`config.mk`:
```
export PLATFORM = sky130hd
export DESIGN_NAME = pretimer8
export DESIGN_NICKNAME = d
export VERILOG_FILES = /design/src/rtl/pt_pkg.sv /design/src/rtl/pt_edge_sync.sv /design/src/rtl/pt_prescaler.sv /design/src/rtl/pt_count_core.sv /design/src/rtl/pretimer8.sv
export SDC_FILE = /design/constraint.sdc
export NUM_CORES = 1
export LEC_CHECK = 0
export ABC_AREA = 1
export BUFFER_PORTS_ARGS = -buffer_cell sky130_fd_sc_hd__buf_2
export CAP_MARGIN = 20
export CORE_MARGIN = 8
export CORE_UTILIZATION = 37
export CTS_CLUSTER_DIAMETER = 100
export DETAILED_ROUTE_END_ITERATION = 10
export PLACE_DENSITY = 0.59
export RECOVER_POWER = 50
export SYNTH_ARGS = -nofsm -noshare
export SYNTH_HDL_FRONTEND = slang
export SYNTH_SLANG_ARGS = --single-unit
```
`constraint.sdc`:
```
create_clock -name clk -period 1.6 [get_ports clk]
set_input_delay 0.32 -clock clk [delete_from_list [all_inputs] [get_ports clk]]
set_output_delay 0.32 -clock clk [all_outputs]
set_load 0.01 [all_outputs]
```
`src/rtl/pt_pkg.sv`:
```
package pt_pkg;
    typedef enum logic [1:0] {
        ST_RUN   = 2'd0,
        ST_HOLD1 = 2'd1,
        ST_HOLD2 = 2'd2
    } hold_state_t;
endpackage

```
`src/rtl/pt_edge_sync.sv`:
```
// Two-source synchronizer with polarity-selectable edge detect.
module pt_edge_sync #(
    parameter int SYNC_STAGES = 2
) (
    input  logic clk,
    input  logic rst_n,
    input  logic in_a,
    input  logic in_b,
    input  logic sel_b,
    input  logic fall,
    output logic edge_pulse
);
    localparam int MSB = SYNC_STAGES - 1;

    logic [MSB:0] sync_a, sync_b;
    logic         cur, prev;

    always_ff @(posedge clk or negedge rst_n) begin
        if (!rst_n) begin
            sync_a <= '0;
            sync_b <= '0;
            prev   <= 1'b0;
        end else begin
            sync_a <= {sync_a[MSB-1:0], in_a};
            sync_b <= {sync_b[MSB-1:0], in_b};
            prev   <= cur;
        end
    end

    always_comb begin
        cur        = sel_b ? sync_b[MSB] : sync_a[MSB];
        edge_pulse = fall ? (prev & ~cur) : (cur & ~prev);
    end
endmodule

```
`src/rtl/pt_prescaler.sv`:
```
// Power-of-two divider with bypass; partial count cleared on demand.
module pt_prescaler #(
    parameter int WIDTH = 8,
    parameter int SEL_W = 3
) (
    input  logic             clk,
    input  logic             rst_n,
    input  logic             clr,
    input  logic             bypass,
    input  logic [SEL_W-1:0] sel,
    input  logic             in_pulse,
    output logic             out_pulse
);
    logic [WIDTH:0]   ratio;
    logic [WIDTH-1:0] limit;
    logic [WIDTH-1:0] pcnt;
    logic             hit;

    always_comb begin
        ratio     = {{WIDTH{1'b0}}, 1'b1} << ({1'b0, sel} + 1'b1);
        limit     = ratio[WIDTH-1:0] - {{(WIDTH-1){1'b0}}, 1'b1};
        hit       = in_pulse && (pcnt >= limit);
        out_pulse = bypass ? in_pulse : hit;
    end

    always_ff @(posedge clk or negedge rst_n) begin
        if (!rst_n) begin
            pcnt <= '0;
        end else if (clr) begin
            pcnt <= '0;
        end else if (!bypass && in_pulse) begin
            pcnt <= hit ? '0 : pcnt + 1'b1;
        end
    end
endmodule

```
`src/rtl/pt_count_core.sv`:
```
// Count register, write-hold state machine, overflow flag and pulse.
module pt_count_core
    import pt_pkg::*;
#(
    parameter int WIDTH = 8
) (
    input  logic             clk,
    input  logic             rst_n,
    input  logic             wr_en,
    input  logic [WIDTH-1:0] wr_data,
    input  logic             inc_pulse,
    input  logic             insn_tick,
    input  logic             flag_clr,
    output logic [WIDTH-1:0] count,
    output logic             irq_flag,
    output logic             ovf_pulse
);
    hold_state_t state, state_nx;
    logic        inc_ok, wrap;

    // state register
    always_ff @(posedge clk or negedge rst_n) begin
        if (!rst_n) state <= ST_RUN;
        else        state <= state_nx;
    end

    // next-state logic
    always_comb begin
        state_nx = state;
        if (wr_en) begin
            state_nx = ST_HOLD1;
        end else begin
            unique case (state)
                ST_RUN:   state_nx = ST_RUN;
                ST_HOLD1: if (insn_tick) state_nx = ST_HOLD2;
                ST_HOLD2: if (insn_tick) state_nx = ST_RUN;
                default:  state_nx = ST_RUN;
            endcase
        end
    end

    always_comb begin
        inc_ok = inc_pulse && !wr_en && (state == ST_RUN);
        wrap   = inc_ok && (count == {WIDTH{1'b1}});
    end

    // outputs
    always_ff @(posedge clk or negedge rst_n) begin
        if (!rst_n) begin
            count     <= '0;
            irq_flag  <= 1'b0;
            ovf_pulse <= 1'b0;
        end else begin
            if (wr_en)       count <= wr_data;
            else if (inc_ok) count <= count + 1'b1;
            irq_flag  <= wrap | (irq_flag & ~flag_clr);
            ovf_pulse <= wrap;
        end
    end
endmodule

```
`src/rtl/pretimer8.sv`:
```
module pretimer8 #(
    parameter int WIDTH         = 8,
    parameter int SEL_W         = 3,
    parameter int CLKS_PER_INSN = 4,
    parameter int SYNC_STAGES   = 2
) (
    input  logic             clk,
    input  logic             rst_n,
    input  logic             wr_en,
    input  logic [WIDTH-1:0] wr_data,
    input  logic             cnt_mode,
    input  logic             ext_sel,
    input  logic             edge_fall,
    input  logic             pre_bypass,
    input  logic [SEL_W-1:0] pre_sel,
    input  logic             flag_clr,
    input  logic             ext_pin,
    input  logic             ext_alt,
    output logic [WIDTH-1:0] count,
    output logic             irq_flag,
    output logic             ovf_pulse
);
    localparam int PH_W = (CLKS_PER_INSN > 1) ? $clog2(CLKS_PER_INSN) : 1;
    localparam logic [PH_W-1:0] PH_LAST = PH_W'(CLKS_PER_INSN - 1);

    logic [PH_W-1:0] phase;
    logic            insn_tick, ext_edge, src_pulse, div_pulse;

    always_ff @(posedge clk or negedge rst_n) begin
        if (!rst_n)          phase <= '0;
        else if (insn_tick)  phase <= '0;
        else                 phase <= phase + 1'b1;
    end

    always_comb begin
        insn_tick = (phase == PH_LAST);
        src_pulse = cnt_mode ? ext_edge : insn_tick;
    end

    pt_edge_sync #(.SYNC_STAGES(SYNC_STAGES)) u_sync (
        .clk        (clk),
        .rst_n      (rst_n),
        .in_a       (ext_pin),
        .in_b       (ext_alt),
        .sel_b      (ext_sel),
        .fall       (edge_fall),
        .edge_pulse (ext_edge)
    );

    pt_prescaler #(.WIDTH(WIDTH), .SEL_W(SEL_W)) u_div (
        .clk       (clk),
        .rst_n     (rst_n),
        .clr       (wr_en),
        .bypass    (pre_bypass),
        .sel       (pre_sel),
        .in_pulse  (src_pulse),
        .out_pulse (div_pulse)
    );

    pt_count_core #(.WIDTH(WIDTH)) u_core (
        .clk       (clk),
        .rst_n     (rst_n),
        .wr_en     (wr_en),
        .wr_data   (wr_data),
        .inc_pulse (div_pulse),
        .insn_tick (insn_tick),
        .flag_clr  (flag_clr),
        .count     (count),
        .irq_flag  (irq_flag),
        .ovf_pulse (ovf_pulse)
    );
endmodule

```
==> flow_metrics.py <==
metrics = {
    "run_status": {
        "status": "completed",
    },
    "floorplan": {
        "coreArea_um2": 4414,
        "die-area_um2": 7046,
        "die_h_um": 83.94,
        "core.rowCount": 24,
        "pin_count": 31,
        "start_util": 0.3869,
        "die_x_um": 83.94,
    },
    "worst_setup_path": {
        "endpoint_kind": "flip-flop",
        "critPathKind": "reg -> reg",
        "critical_path_required_ns": 1.76,
        "cp_slowest_stage_delay_ns": 0.43,
        "crit_path_top_delay_cell": "dfrtp_1",
        "path_max_fanout": 5,
        "worstPathCellList": "ha_4 > nand2_1 > nand3_2 > nand2_1 > nand2_1 > nand2_2 > nand3_2 > nand2_4 > buf_6 > nand3_2 > nand2_1",
        "path_delay_family": "simple AND/OR/NAND/NOR gates",
        "start_kind": "flip-flop",
        "cpMostUsedCell": "nand2_1",
        "worst-endpoint-arrival_ns": 1.69,
        "cp_num_buf_inv": 1,
    },
    "yosys": {
        "yosys_most_used_dff": "dfrtp_1",
        "synthesis.area_um2": 1708,
        "syn_nets": 242,
        "async_flop_share": 1.000,
        "synth_cell_types": 29,
        "syn_area_per_cell_um2": 8.133,
        "ys.warnings.count": 0,
        "ys_ff_latch": 27,
        "syn_inst": 210,
        "synth-edff-count": 0,
        "seq_area_frac_synth": 0.3956,
    },
    "sta": {
        "timing.fmax_ghz": 0.6544,
        "maxSlewViolCount": 0,
        "fin_ws_ns": 0.07199,
        "fin_crit_ns": 1.528,
        "hold_viol_final": 0,
        "maxSlewHeadroom": 0.5373,
        "rsz0062_at_grt": "yes",
        "setup_violations": 0,
        "finalClockSkew_ns": 0.01025,
        "finalCritPeriodShare": 0.9550,
        "worst_pin_slew_ns": 0.6941,
    },
    "grt": {
        "grt_pass1_vias": 1420,
        "grt_usage": 0.1009,
        "grt_pass1_wl_um": 6203,
        "grt_max_degree": 28,
        "grt-ovfl-total": 0,
        "antenna_found_initial": 0,
    },
    "placed_design": {
        "dpl_cell_area_um2": 1986,
        "routabilityCongestion": 0.8183,
        "port_buffers": 30,
        "post-dp-hpwl_um": 2721,
        "post-place-ws_ns": -0.1879,
    },
    "drt": {
        "drc_errors": 0,
        "vias_per_cell": 4.736,
        "wirelength_um": 3632,
        "drtAntennaViolNets": 0,
        "drtPass1Iterations": 4,
        "vias": 1454,
        "initialDrtViolationCount": 69,
        "wire_per_inst_um": 11.83,
    },
    "cts": {
        "cts-root-buf": "clkbuf_8",
        "cts_tree": "yes",
        "htreeDepth": 1,
        "clk_latency_ns": 0.27,
        "clockBufferDepth": 2,
        "path_clk_slew_ns": 0.10,
        "numCtsBuffers": 3,
        "cts_hold_buffers": 0,
        "cts.sinks": 27,
    },
    "finish": {
        "mostFrequentLayoutCells": "64 x nand2_1, 29 x buf_2, 27 x dfrtp_1, 14 x inv_1",
        "final_common_cell": "nand2_1",
        "seq_area_um2": 675.6,
        "fillCellCount": 442,
        "design_area_um2": 2178,
        "nNetsFinal": 288,
        "diodes": 0,
        "final_util": 0.4935,
        "drive_above_1_share": 0.3725,
        "area.growth.synth_to_final_pct": 27.55,
        "multiInputGateArea_um2": 1050,
    },
    "power": {
        "power_leakage_nw": 1.122,
        "p_per_area_nw_per_um2": 690.1,
        "vdd_drop_max_mv": 0.3634,
        "p_total_w": 0.001503,
    },
    "worst_hold_path": {
        "min_path_type": "in -> async",
    },
    "flow_run": {
        "cap_violations": 0,
    },
}
final timing paths:
path | cells after the start | endpoint | from | slack, ns
worst min register to register | 0 | u_sync.sync_a[1] | u_sync.sync_a[0] | 0.36
worst min-delay path | 1 | u_core.irq_flag | rst_n | 0.07
worst max register to register | 11 | u_core.count[2] | u_div.pcnt[1] | 0.07
worst max-delay path | 11 | u_core.count[2] | u_div.pcnt[1] | 0.07
min in group clk | 1 | u_sync.sync_b[0] | ext_alt | 0.14
max in group asynchronous | 1 | u_div.pcnt[0] | rst_n | 1.08
worst register-to-register path: cells and delay by family (launching register included):
kind,cells,cell delay (ns)
fa+ha+maj,1,0.28
buf+inv,1,0.15
flops,1,0.43
simple gates,9,0.59
sequential cells by signal, summed over array words and instances (netlist names):
signal            cells
phase                 2
u_core.count          8
u_core.irq_flag       1
u_core.ovf_pulse      1
u_core.state          2
u_div.pcnt            8
u_sync.prev           1
u_sync.sync_a         2
u_sync.sync_b         2
cells by family (layout without fill, tap and decap cells):
group	count (synthesis)	count (layout)	synth area share
AO/OA/AOI/OAI	17	17	0.05860
other	1	1	0.002196
buffers and inverters	22	67	0.06007
AND/OR/NAND/NOR	125	125	0.3670
XOR/XNOR	7	7	0.03590
flip-flops	27	27	0.3956
adder cells (fa/ha/maj)	11	11	0.08058
what timing repair did:
action	4_1_cts	5_1_grt
gates resized for setup	0	24
setup buffers	0	2
setup endpoints to repair	0	18
metal layers:
metal | up-vias | track usage | part of all wire
li1 | 772 | - | -
met1 | 659 | 0.1306 | 0.50
met2 | 21 | 0.1642 | 0.46
met3 | 2 | 0.02344 | 0.040
met4 | 0 | 0.02355 | 0.0044
met5 | - | 0 | 0
cell type report:
| class | count | area share |
|---|---|---|
| well taps | 52 | 0.02987 |
| flip-flops and latches | 27 | 0.3102 |
| clock buffers | 3 | 0.01895 |
| clock inverters | 1 | 0.004021 |
| multi-input cells | 161 | 0.4819 |
| repair buffers | 45 | 0.1241 |
| inverters | 18 | 0.03102 |
synth_stat cells (2+ instances only):
cell type	n	area (µm²)
nor2_1	12	45.04
inv_1	15	56.30
nand3_2	11	110.1
nor2_4	2	22.52
o21ai_0	9	45.04
dfrtp_1	27	675.7
nand3_1	6	30.03
nand4_1	10	62.56
inv_2	3	11.26
xnor2_1	3	26.28
nand2_1	71	266.5
nand2_2	5	31.28
ha_1	11	137.6
nor2_2	2	12.51
a21oi_1	3	15.01
clkbuf_1	2	7.510
nor3_1	2	10.01
nand2_4	2	22.52
xor2_1	4	35.03
metrics by stage:
stage / instances / TNS [ns] / hold WS (ns)
final: 307 / 0 / 0.06644
after global routing: 307 / -0.2427 / 0.1269
after CTS: 305 / 0 / 0.06549
after detailed placement: 301 / -1.905 / 0.3347
after global placement: 301 / -1.733 / 0.3330
after floorplan: 210 / 0 / 0.02441
power by group:
| group | internal (W) | switching [W] |
|---|---|---|
| Sequential | 0.000723 | 0.0000602 |
| Clock | 0.000183 | 0.000224 |
| Combinational | 0.000136 | 0.000178 |
Note: power is estimated with default switching activity, not from simulation.
